**config.mk**
```make
export PLATFORM = sky130hd
export DESIGN_NAME = intc_dual_core
export DESIGN_NICKNAME = d
export VERILOG_FILES = /design/src/rtl/intc_dual_pkg.sv /design/src/rtl/intc_reg_decode.sv /design/src/rtl/intc_status_bank.sv /design/src/rtl/intc_irq_out.sv /design/src/rtl/intc_dual_core.sv
export SDC_FILE = /design/constraint.sdc
export NUM_CORES = 1
export LEC_CHECK = 0
export CAP_MARGIN = 10
export CORE_ASPECT_RATIO = 1.5
export CORE_UTILIZATION = 45
export CTS_CLUSTER_DIAMETER = 40
export CTS_CLUSTER_SIZE = 40
export DETAILED_ROUTE_END_ITERATION = 8
export PLACE_DENSITY = 0.67
export SYNTH_ARGS = -nofsm -noshare
export SYNTH_HDL_FRONTEND = slang
export SYNTH_SLANG_ARGS = --single-unit
```
**constraint.sdc**
```tcl
create_clock -name clk -period 1.7 [get_ports clk]
set_clock_uncertainty 0.2 [all_clocks]
set_input_delay 0.34 -clock clk [delete_from_list [all_inputs] [get_ports clk]]
set_output_delay 0.34 -clock clk [all_outputs]
set_load 0.02 [all_outputs]
```
**src/rtl/intc_dual_pkg.sv**
```systemverilog
package intc_dual_pkg;

  localparam int unsigned OFS_W   = 4;
  localparam int unsigned NUM_OFS = 9;

  typedef enum logic [OFS_W-1:0] {
    OFS_STAT     = 4'd0,
    OFS_STAT_SET = 4'd1,
    OFS_ENABLE   = 4'd2,
    OFS_CRIT_SEL = 4'd3,
    OFS_POLAR    = 4'd4,
    OFS_TRIG     = 4'd5,
    OFS_MASKED   = 4'd6,
    OFS_VEC      = 4'd7,
    OFS_VEC_CFG  = 4'd8
  } reg_ofs_e;

endpackage

```
**src/rtl/intc_reg_decode.sv**
```systemverilog
module intc_reg_decode
  import intc_dual_pkg::*;
#(
  parameter int unsigned ADDR_W    = 10,
  parameter int unsigned BASE_ADDR = 'hC0
) (
  input  logic [ADDR_W-1:0] addr,
  output logic              hit,
  output reg_ofs_e          ofs
);

  localparam logic [ADDR_W-1:0] BASE_L  = ADDR_W'(BASE_ADDR);
  localparam logic [ADDR_W-1:0] LIMIT_L = ADDR_W'(NUM_OFS);

  logic [ADDR_W-1:0] rel;

  always_comb begin
    rel = addr - BASE_L;
    hit = (addr >= BASE_L) && (rel < LIMIT_L);
    ofs = hit ? reg_ofs_e'(rel[OFS_W-1:0]) : OFS_STAT;
  end

endmodule

```
**src/rtl/intc_status_bank.sv**
```systemverilog
module intc_status_bank #(
  parameter int unsigned NUM_SRC = 32
) (
  input  logic               clk,
  input  logic               rst_n,
  input  logic [NUM_SRC-1:0] src_bits,
  input  logic [NUM_SRC-1:0] trig_edge,
  input  logic               clr_we,
  input  logic               set_we,
  input  logic [NUM_SRC-1:0] wdata,
  output logic [NUM_SRC-1:0] status_o
);

  logic [NUM_SRC-1:0] src_q;
  logic [NUM_SRC-1:0] hold_q, hold_d;
  logic [NUM_SRC-1:0] status_q, status_d;
  logic [NUM_SRC-1:0] sw_base, rise, chg;

  // Software writes come first, then input events for this cycle.
  always_comb begin
    sw_base = status_q;
    if (clr_we) sw_base = (sw_base & ~wdata) | hold_q;
    if (set_we) sw_base = sw_base | wdata;
    rise     = src_bits & ~src_q;
    chg      = src_bits ^ src_q;
    status_d = (trig_edge & (sw_base | rise))
             | (~trig_edge & ((chg & src_bits) | (~chg & sw_base)));
    hold_d   = (trig_edge & hold_q) | (~trig_edge & src_bits);
  end

  always_ff @(posedge clk or negedge rst_n) begin
    if (!rst_n) begin
      src_q    <= '0;
      hold_q   <= '0;
      status_q <= '0;
    end else begin
      src_q    <= src_bits;
      hold_q   <= hold_d;
      status_q <= status_d;
    end
  end

  assign status_o = status_q;

  for (genvar i = 0; i < NUM_SRC; i++) begin : g_chk
    assert_edge_sets_R3: assert property (@(posedge clk) disable iff (!rst_n)
      (trig_edge[i] && src_bits[i] && !src_q[i]) |=> status_q[i]);
    assert_edge_low_keeps_R3: assert property (@(posedge clk) disable iff (!rst_n)
      (trig_edge[i] && !src_bits[i] && !clr_we && !set_we) |=> $stable(status_q[i]));
    assert_level_follows_R4: assert property (@(posedge clk) disable iff (!rst_n)
      (!trig_edge[i] && (src_bits[i] != src_q[i])) |=> (status_q[i] == $past(src_bits[i])));
    assert_clear_reasserts_R5: assert property (@(posedge clk) disable iff (!rst_n)
      (clr_we && hold_q[i] && !set_we && (trig_edge[i] || (src_bits[i] == src_q[i])))
        |=> status_q[i]);
  end

endmodule

```
**src/rtl/intc_irq_out.sv**
```systemverilog
module intc_irq_out #(
  parameter int unsigned NUM_SRC = 32
) (
  input  logic               clk,
  input  logic               rst_n,
  input  logic [NUM_SRC-1:0] status,
  input  logic [NUM_SRC-1:0] enable,
  input  logic [NUM_SRC-1:0] crit_sel,
  output logic               irq_norm_o,
  output logic               irq_crit_o
);

  logic [NUM_SRC-1:0] pend;
  logic norm_d, crit_d, norm_q, crit_q;

  always_comb begin
    pend   = status & enable;
    norm_d = |(pend & ~crit_sel);
    crit_d = |(pend & crit_sel);
  end

  always_ff @(posedge clk or negedge rst_n) begin
    if (!rst_n) begin
      norm_q <= 1'b0;
      crit_q <= 1'b0;
    end else begin
      norm_q <= norm_d;
      crit_q <= crit_d;
    end
  end

  assign irq_norm_o = norm_q;
  assign irq_crit_o = crit_q;

  assert_norm_rises_R8: assert property (@(posedge clk) disable iff (!rst_n)
    (|(status & enable & ~crit_sel)) |=> irq_norm_o);
  assert_norm_falls_R8: assert property (@(posedge clk) disable iff (!rst_n)
    !(|(status & enable & ~crit_sel)) |=> !irq_norm_o);
  assert_crit_rises_R9: assert property (@(posedge clk) disable iff (!rst_n)
    (|(status & enable & crit_sel)) |=> irq_crit_o);
  assert_crit_falls_R9: assert property (@(posedge clk) disable iff (!rst_n)
    !(|(status & enable & crit_sel)) |=> !irq_crit_o);

endmodule

```
**src/rtl/intc_dual_core.sv**
```systemverilog
module intc_dual_core
  import intc_dual_pkg::*;
#(
  parameter int unsigned NUM_SRC   = 32,
  parameter int unsigned ADDR_W    = 10,
  parameter int unsigned BASE_ADDR = 'hC0
) (
  input  logic               clk,
  input  logic               rst_n,
  input  logic [NUM_SRC-1:0] src_i,
  input  logic [ADDR_W-1:0]  reg_addr,
  input  logic [NUM_SRC-1:0] reg_wdata,
  input  logic               reg_wr,
  input  logic               reg_rd,
  output logic [NUM_SRC-1:0] reg_rdata,
  output logic               irq_norm_o,
  output logic               irq_crit_o
);

  logic     hit;
  reg_ofs_e ofs;

  logic [NUM_SRC-1:0] src_bits;
  logic [NUM_SRC-1:0] status;
  logic [NUM_SRC-1:0] enable_q, crit_q, polar_q, trig_q;
  logic               wr_hit;
  logic               clr_we, set_we, en_we, crit_we, polar_we, trig_we;
  logic [NUM_SRC-1:0] rdata_d, rdata_q;

  // Source n lands on register bit NUM_SRC-1-n.
  for (genvar n = 0; n < NUM_SRC; n++) begin : g_map
    assign src_bits[NUM_SRC-1-n] = src_i[n];
  end

  intc_reg_decode #(
    .ADDR_W    (ADDR_W),
    .BASE_ADDR (BASE_ADDR)
  ) i_decode (
    .addr (reg_addr),
    .hit  (hit),
    .ofs  (ofs)
  );

  always_comb begin
    wr_hit   = reg_wr && hit;
    clr_we   = wr_hit && (ofs == OFS_STAT);
    set_we   = wr_hit && (ofs == OFS_STAT_SET);
    en_we    = wr_hit && (ofs == OFS_ENABLE);
    crit_we  = wr_hit && (ofs == OFS_CRIT_SEL);
    polar_we = wr_hit && (ofs == OFS_POLAR);
    trig_we  = wr_hit && (ofs == OFS_TRIG);
  end

  always_ff @(posedge clk or negedge rst_n) begin
    if (!rst_n) begin
      enable_q <= '0;
      crit_q   <= '0;
      polar_q  <= '0;
      trig_q   <= '0;
    end else begin
      if (en_we)    enable_q <= reg_wdata;
      if (crit_we)  crit_q   <= reg_wdata;
      if (polar_we) polar_q  <= reg_wdata;
      if (trig_we)  trig_q   <= reg_wdata;
    end
  end

  intc_status_bank #(
    .NUM_SRC (NUM_SRC)
  ) i_status (
    .clk       (clk),
    .rst_n     (rst_n),
    .src_bits  (src_bits),
    .trig_edge (trig_q),
    .clr_we    (clr_we),
    .set_we    (set_we),
    .wdata     (reg_wdata),
    .status_o  (status)
  );

  intc_irq_out #(
    .NUM_SRC (NUM_SRC)
  ) i_out (
    .clk        (clk),
    .rst_n      (rst_n),
    .status     (status),
    .enable     (enable_q),
    .crit_sel   (crit_q),
    .irq_norm_o (irq_norm_o),
    .irq_crit_o (irq_crit_o)
  );

  always_comb begin
    rdata_d = '0;
    if (hit) begin
      case (ofs)
        OFS_STAT, OFS_STAT_SET: rdata_d = status;
        OFS_ENABLE:             rdata_d = enable_q;
        OFS_CRIT_SEL:           rdata_d = crit_q;
        OFS_POLAR:              rdata_d = polar_q;
        OFS_TRIG:               rdata_d = trig_q;
        OFS_MASKED:             rdata_d = status & enable_q;
        default:                rdata_d = '0;
      endcase
    end
  end

  always_ff @(posedge clk or negedge rst_n) begin
    if (!rst_n)      rdata_q <= '0;
    else if (reg_rd) rdata_q <= rdata_d;
  end

  assign reg_rdata = rdata_q;

  assert_undecoded_reads_zero_R11: assert property (@(posedge clk) disable iff (!rst_n)
    (reg_rd && !hit) |=> (reg_rdata == '0));
  assert_vector_reads_zero_R11: assert property (@(posedge clk) disable iff (!rst_n)
    (reg_rd && hit && ((ofs == OFS_VEC) || (ofs == OFS_VEC_CFG))) |=> (reg_rdata == '0));
  assert_readonly_writes_R7: assert property (@(posedge clk) disable iff (!rst_n)
    (reg_wr && hit && ((ofs == OFS_MASKED) || (ofs == OFS_VEC)))
      |=> ($stable(enable_q) && $stable(crit_q) && $stable(polar_q) && $stable(trig_q)));
  assert_rdata_holds_R12: assert property (@(posedge clk) disable iff (!rst_n)
    !reg_rd |=> $stable(reg_rdata));

endmodule

```
# After elaboration in Yosys (flattened, before gate mapping)
# Index checks and enable logic that the tools add are counted.
[classes]
add_sub_neg = 1
bitwise = 23
n_reduce_logical = 12
mux = 5
magnitude_cmp = 2
eq_ne = 6
[ops]
columns = ["op", "n"]
rows = [
  ["$and A32 B32 Y32", 11],
  ["$or A32 B32 Y32", 6],
  ["$pmux W32 S6", 1],
  ["$not A32 Y32", 5],
  ["$mux W32", 3],
  ["$reduce_or A32 Y1", 2],
  ["$xor A32 B32 Y32", 1],
  ["$eq A4 B3 Y1 const B", 3],
  ["$ge A10 B8 Y1 const B", 1],
  ["$lt A10 B4 Y1 const B", 1],
  ["$sub A10 B8 Y10 const B", 1],
  ["$eq A4 B2 Y1 const B", 2],
  ["$logic_and A1 B1 Y1", 8],
  ["$eq A4 B1 Y1 const B", 1],
  ["$logic_not A4 Y1", 1],
  ["$mux W4", 1],
  ["$reduce_or A2 Y1", 1],
]
[word_totals]
register_bits = 258
out_inout_bits = 34
wordCells = 59
inputBits = 78

# Longest topological paths before layout
[logic_depth]
word_depth = 13
mapped_depth = 7
mapped_depth_nobuf = 5

# Cells and area by module
# From an unflattened synthesis, not the netlist that was laid out.
[hier_totals]
hier_cells = 1110
area_unflattened_um2 = 13136.3
[by_module_without_submodules]
columns = ["module", "area_per_inst_um2", "cells_per_inst", "instances", "seq_area_each_um2"]
rows = [
  ["intc_dual_core", 7566.0, 577, 1, 4003.8],
  ["intc_status_bank", 4938.5, 426, 1, 2402.3],
  ["intc_irq_out", 534.3, 97, 1, 50.0],
  ["intc_reg_decode", 97.6, 10, 1, 0.0],
]

# Worst setup path before layout
# No wires, ideal clock.
[synth_timing]
path_kind = "input-to-reg"
from = "input port reg_addr[5]"
to = "register rdata_q[10], in the netlist reg_rdata[10]"
path_stages = 7
required_ps = 1418
arrival_time_ps = 2031
slack_ps = -613
n_path_buf = 3
setup_time_ps = 82
path_cell_list = "or4_1 buf_2 or4_1 buf_2 buf_6 a2bb2oi_1 o211ai_2"
[synth_between]
elab_chain_len = 8
word_cells_on_any_way = 15
cone_classes = "add/sub: 1; order compare: 2; eq/ne: 6; mux: 3; reduce/logical: 3"
[synth_lines]
columns = ["item", "line", "rtl"]
rows = [
  ["start: declaration", "intc_dual_core.sv:11", "input logic [ADDR_W-1:0] reg_addr,"],
  ["$sub A10 B8 Y10", "intc_reg_decode.sv:18", "rel = addr - BASE_L;"],
  ["$lt A10 B4 Y1", "intc_reg_decode.sv:19", "hit = (addr >= BASE_L) && (rel < LIMIT_L);"],
  ["$logic_and A1 B1 Y1 *", "intc_reg_decode.sv:19", ""],
  ["$mux W4", "intc_reg_decode.sv:20", "ofs = hit ? reg_ofs_e'(rel[OFS_W-1:0]) : OFS_STAT;"],
  ["$eq A4 B1 Y1 / $logic_not A4 Y1 (equally long branches)", "intc_dual_core.sv:96", "case (ofs)"],
  ["$reduce_or A2 Y1", "intc_dual_core.sv:96", ""],
  ["$pmux W32 S6", "intc_dual_core.sv:96", ""],
  ["$mux W32 *", "intc_dual_core.sv:95", "if (hit) begin"],
  ["end signal: assignment", "intc_dual_core.sv:110", "else if (reg_rd) rdata_q <= rdata_d;"],
  ["end: declaration", "intc_dual_core.sv:28", "logic [NUM_SRC-1:0] rdata_d, rdata_q;"],
]
# Mark *: on every way between the ends. The rest lies on a longest branch, timed or not.
# A chain may end at the register's enable or synchronous reset.

# Worst setup path in the final report
[layout_timing]
from = "input port reg_addr[4]"
to = "register crit_q[6]"
[layout_between]
elab_chain_len = 6
word_cells_on_any_way = 8
cone_classes = "add/sub: 1; order compare: 2; eq/ne: 1; mux: 1; reduce/logical: 3"
[layout_lines]
columns = ["item", "line", "rtl"]
rows = [
  ["$sub A10 B8 Y10", "intc_reg_decode.sv:18", ""],
  ["$lt A10 B4 Y1", "intc_reg_decode.sv:19", ""],
  ["$logic_and A1 B1 Y1 *", "intc_reg_decode.sv:19", ""],
  ["$mux W4", "intc_reg_decode.sv:20", ""],
  ["$eq A4 B2 Y1", "intc_dual_core.sv:49", "crit_we = wr_hit && (ofs == OFS_CRIT_SEL);"],
  ["$logic_and A1 B1 Y1 *", "intc_dual_core.sv:49", ""],
  ["end signal: assignment", "intc_dual_core.sv:62", "if (crit_we) crit_q <= reg_wdata;"],
  ["end: declaration", "intc_dual_core.sv:25", "logic [NUM_SRC-1:0] enable_q, crit_q, polar_q, trig_q;"],
]
# Marks and branches as above.

==> metrics.txt <==
largest net degree at the start of global routing 66; Synth top area share 0.4914; endpoint type of the worst setup path flop; Non-Filler Instances 1821; Worst VDD drop 763.2 uV; Rows 76; total of max-cap violations 0; Mapped Area 0.01314 mm^2; core area 0.02872 mm^2; Setup Crit Path Kind in -> reg; sequential fraction of the synthesis area 0.4914; Sink Count 258; post-synth top area cell dfrtp_1; crit path DAT 2.08 ns; synth warn 0; max-slew violation count 0; outcome finished, violations left; Area contributors post-synth dfrtp_1 49%, mux2_2 11%, mux2i_1 4.9%; Worst-Skew Late Latency 0.58 ns; final hold slack 0.1502 ns; htree depth 1; initial antenna violation count 0; Synth Area per Inst 11.42 um^2; Initial Util 0.4575; crit path launch type primary input; RSZ-0062 raised after global routing yes; Cells after DPL 1727; WL per Instance 23.82 um; Worst slew margin 0.5594; critical path startpoint reg_addr[4]; #FFs+latches synth 258; Multi-input gate area 0.006857 mm^2; Vias/cell 6.058; Cells after Synth 1150; Storage cell area 0.006456 mm^2; maximum clock rate 542.1 MHz; Syn Nets 1260; Crit Reg-Reg Startpoint enable_q[9]; CTS tree built; ratio of final minimum period to clock period 1.085; DRT Wirelength 43370 um; library cells used by synthesis 38; Ports 112; Overall Global Routing Usage 0.2858; clk root buf clkbuf_16; register clock-pin slew on the reported worst setup and hold paths 0.07 ns; Hold WC Path Type in -> async; critical path peak fanout 8; Inserted Clock Buffers 28; DRT antenna net count 0; first drt pass iteration count 5; Residual DRC 0; Layout Nets 1522; RD Place Congestion 0.8324; antenna diode count 0; PwrDens 813.6 mW/mm^2; IO buf count 111; area of the die 0.02990 mm^2; CTS Buffer Depth 3; Die Ht 211.3 um; first-pass GRT wire length 64980 um; Final setup viols 110; post-layout minimum cycle time 1.845 ns; Leakage 0.008430 uW; fillers 2221; Detailed Route Iter0 Violations 790; Worst Tran Pin Value 0.6588 ns; Worst EP required 1.94 ns; layout cell share with drive strength beyond 1 0.3627; vias in the first global route 11490; Worst R2R Setup Slack -0.04 ns; via count 11030; Chip Width 141.5 um; asr flop ratio synth 1.000; post-route setup slack -0.1446 ns; failing checks negative setup slack; DP HPWL 25370 um; P&R area growth vs syn 38.03%; GRT Residual Overflow 0; predominant post-synthesis flop cell dfrtp_1; Final Hold Fails 0; Post-synth EDFFs 0
## synth_stat cells (all sizes together) (33+ instances only)
library cell / n
clkbuf: 44
dfrtp: 258
inv: 65
mux2: 160
mux2i: 64
nand2: 95
nand2b: 67
nand3: 33
nor3: 37
nor4: 39
## layout make-up
type,count,area share
clock inverters,17,0.01228
well taps,390,0.02691
clock buffers,32,0.03947
inverters,65,0.01345
multi-input cells,761,0.3781
flip-flops and latches,258,0.3560
repair buffers,298,0.1737
## cell usage in the layout, fill, tap and decap left out, drive strengths merged, types with 3 or more instances in the layout
cell type	instances
clkinv	6
dlygate4sd3	3
clkinvlp	3
o22ai	12
a2bb2oi	32
inv	70
ha	32
nand4	9
clkdlybuf4s15	3
nand3b	7
clkdlybuf4s50	64
dfrtp	258
a41oi	32
nand2	95
nand2b	67
bufinv	3
mux2	160
a211oi	32
nor3	37
mux2i	64
nand3	33
a32oi	32
nor4	39
o211ai	32
or4	3
buf	219
nor2	32
clkbuf	39
## report_power, final
part | switching, uW | internal [uW] | total [uW]
clock | 2720 | 3540 | 6270
sequential | 235 | 6380 | 6620
combinational | 972 | 897 | 1870
## critical path, cell delays in order
cell	delay, ns
buf_6	0.10
nor4_4	0.28
buf_4	0.16
nand3_4	0.07
buf_6	0.13
nor4_4	0.27
buf_6	0.21
clkbuf_16	0.21
mux2_4	0.30
## layer usage
metal  global-route usage  up-vias  share of wire
met5                    0        -              0
met4               0.1238        0          0.041
met3              0.04262      120          0.064
met2               0.4923      487           0.50
met1               0.3555     5639           0.40
li1                     -     4785              -
## kinds of logic (layout without fill, tap and decap cells)
logic type / Yosys count / count (layout) / synth area share
AND/OR/NAND/NOR: 328 / 328 / 0.1291
buffers and inverters: 131 / 412 / 0.04209
flip-flops: 258 / 258 / 0.4914
multiplexers: 224 / 224 / 0.1859
AO/OA/AOI/OAI: 177 / 177 / 0.1210
adder cells (fa/ha/maj): 32 / 32 / 0.03048
## path summary, 6_finish.rpt
kind,cells past startpoint,end
worst max-delay path,9,crit_q[6]
worst min-delay path,3,polar_q[1]
worst max register to register,5,i_out.irq_crit_o
worst min register to register,1,flop
max in group asynchronous,3,enable_q[4]
min in group clk,2,i_status.src_q[14]
## per-stage QoR
stage | area, um^2 | total power (uW) | utilization | worst slack (ns) | setup TNS [ns]
after CTS | 17780 | 14740 | 0.6192 | -0.1215 | -3.375
after floorplan | 13480 | 7486 | - | -0.5964 | -80.70
after detailed placement | 15980 | 8450 | 0.5565 | -1.252 | -190.31
after global routing | 18130 | 15240 | 0.6314 | -0.1583 | -9.943
after global placement | 15980 | 8399 | 0.5565 | -1.237 | -188.09
final | 18130 | 14750 | 0.6314 | -0.1446 | -7.642
## what timing repair did
action | in CTS | in global routing
hold buffers | 3 | 0
gates resized for setup | 280 | 61
gates cloned | 13 | 6
endpoints found under the setup margin | 226 | 201
pin swaps | 12 | 25
hold endpoints to repair | 258 | 0
setup buffers | 18 | 8
(Power assumes the default switching activity.)
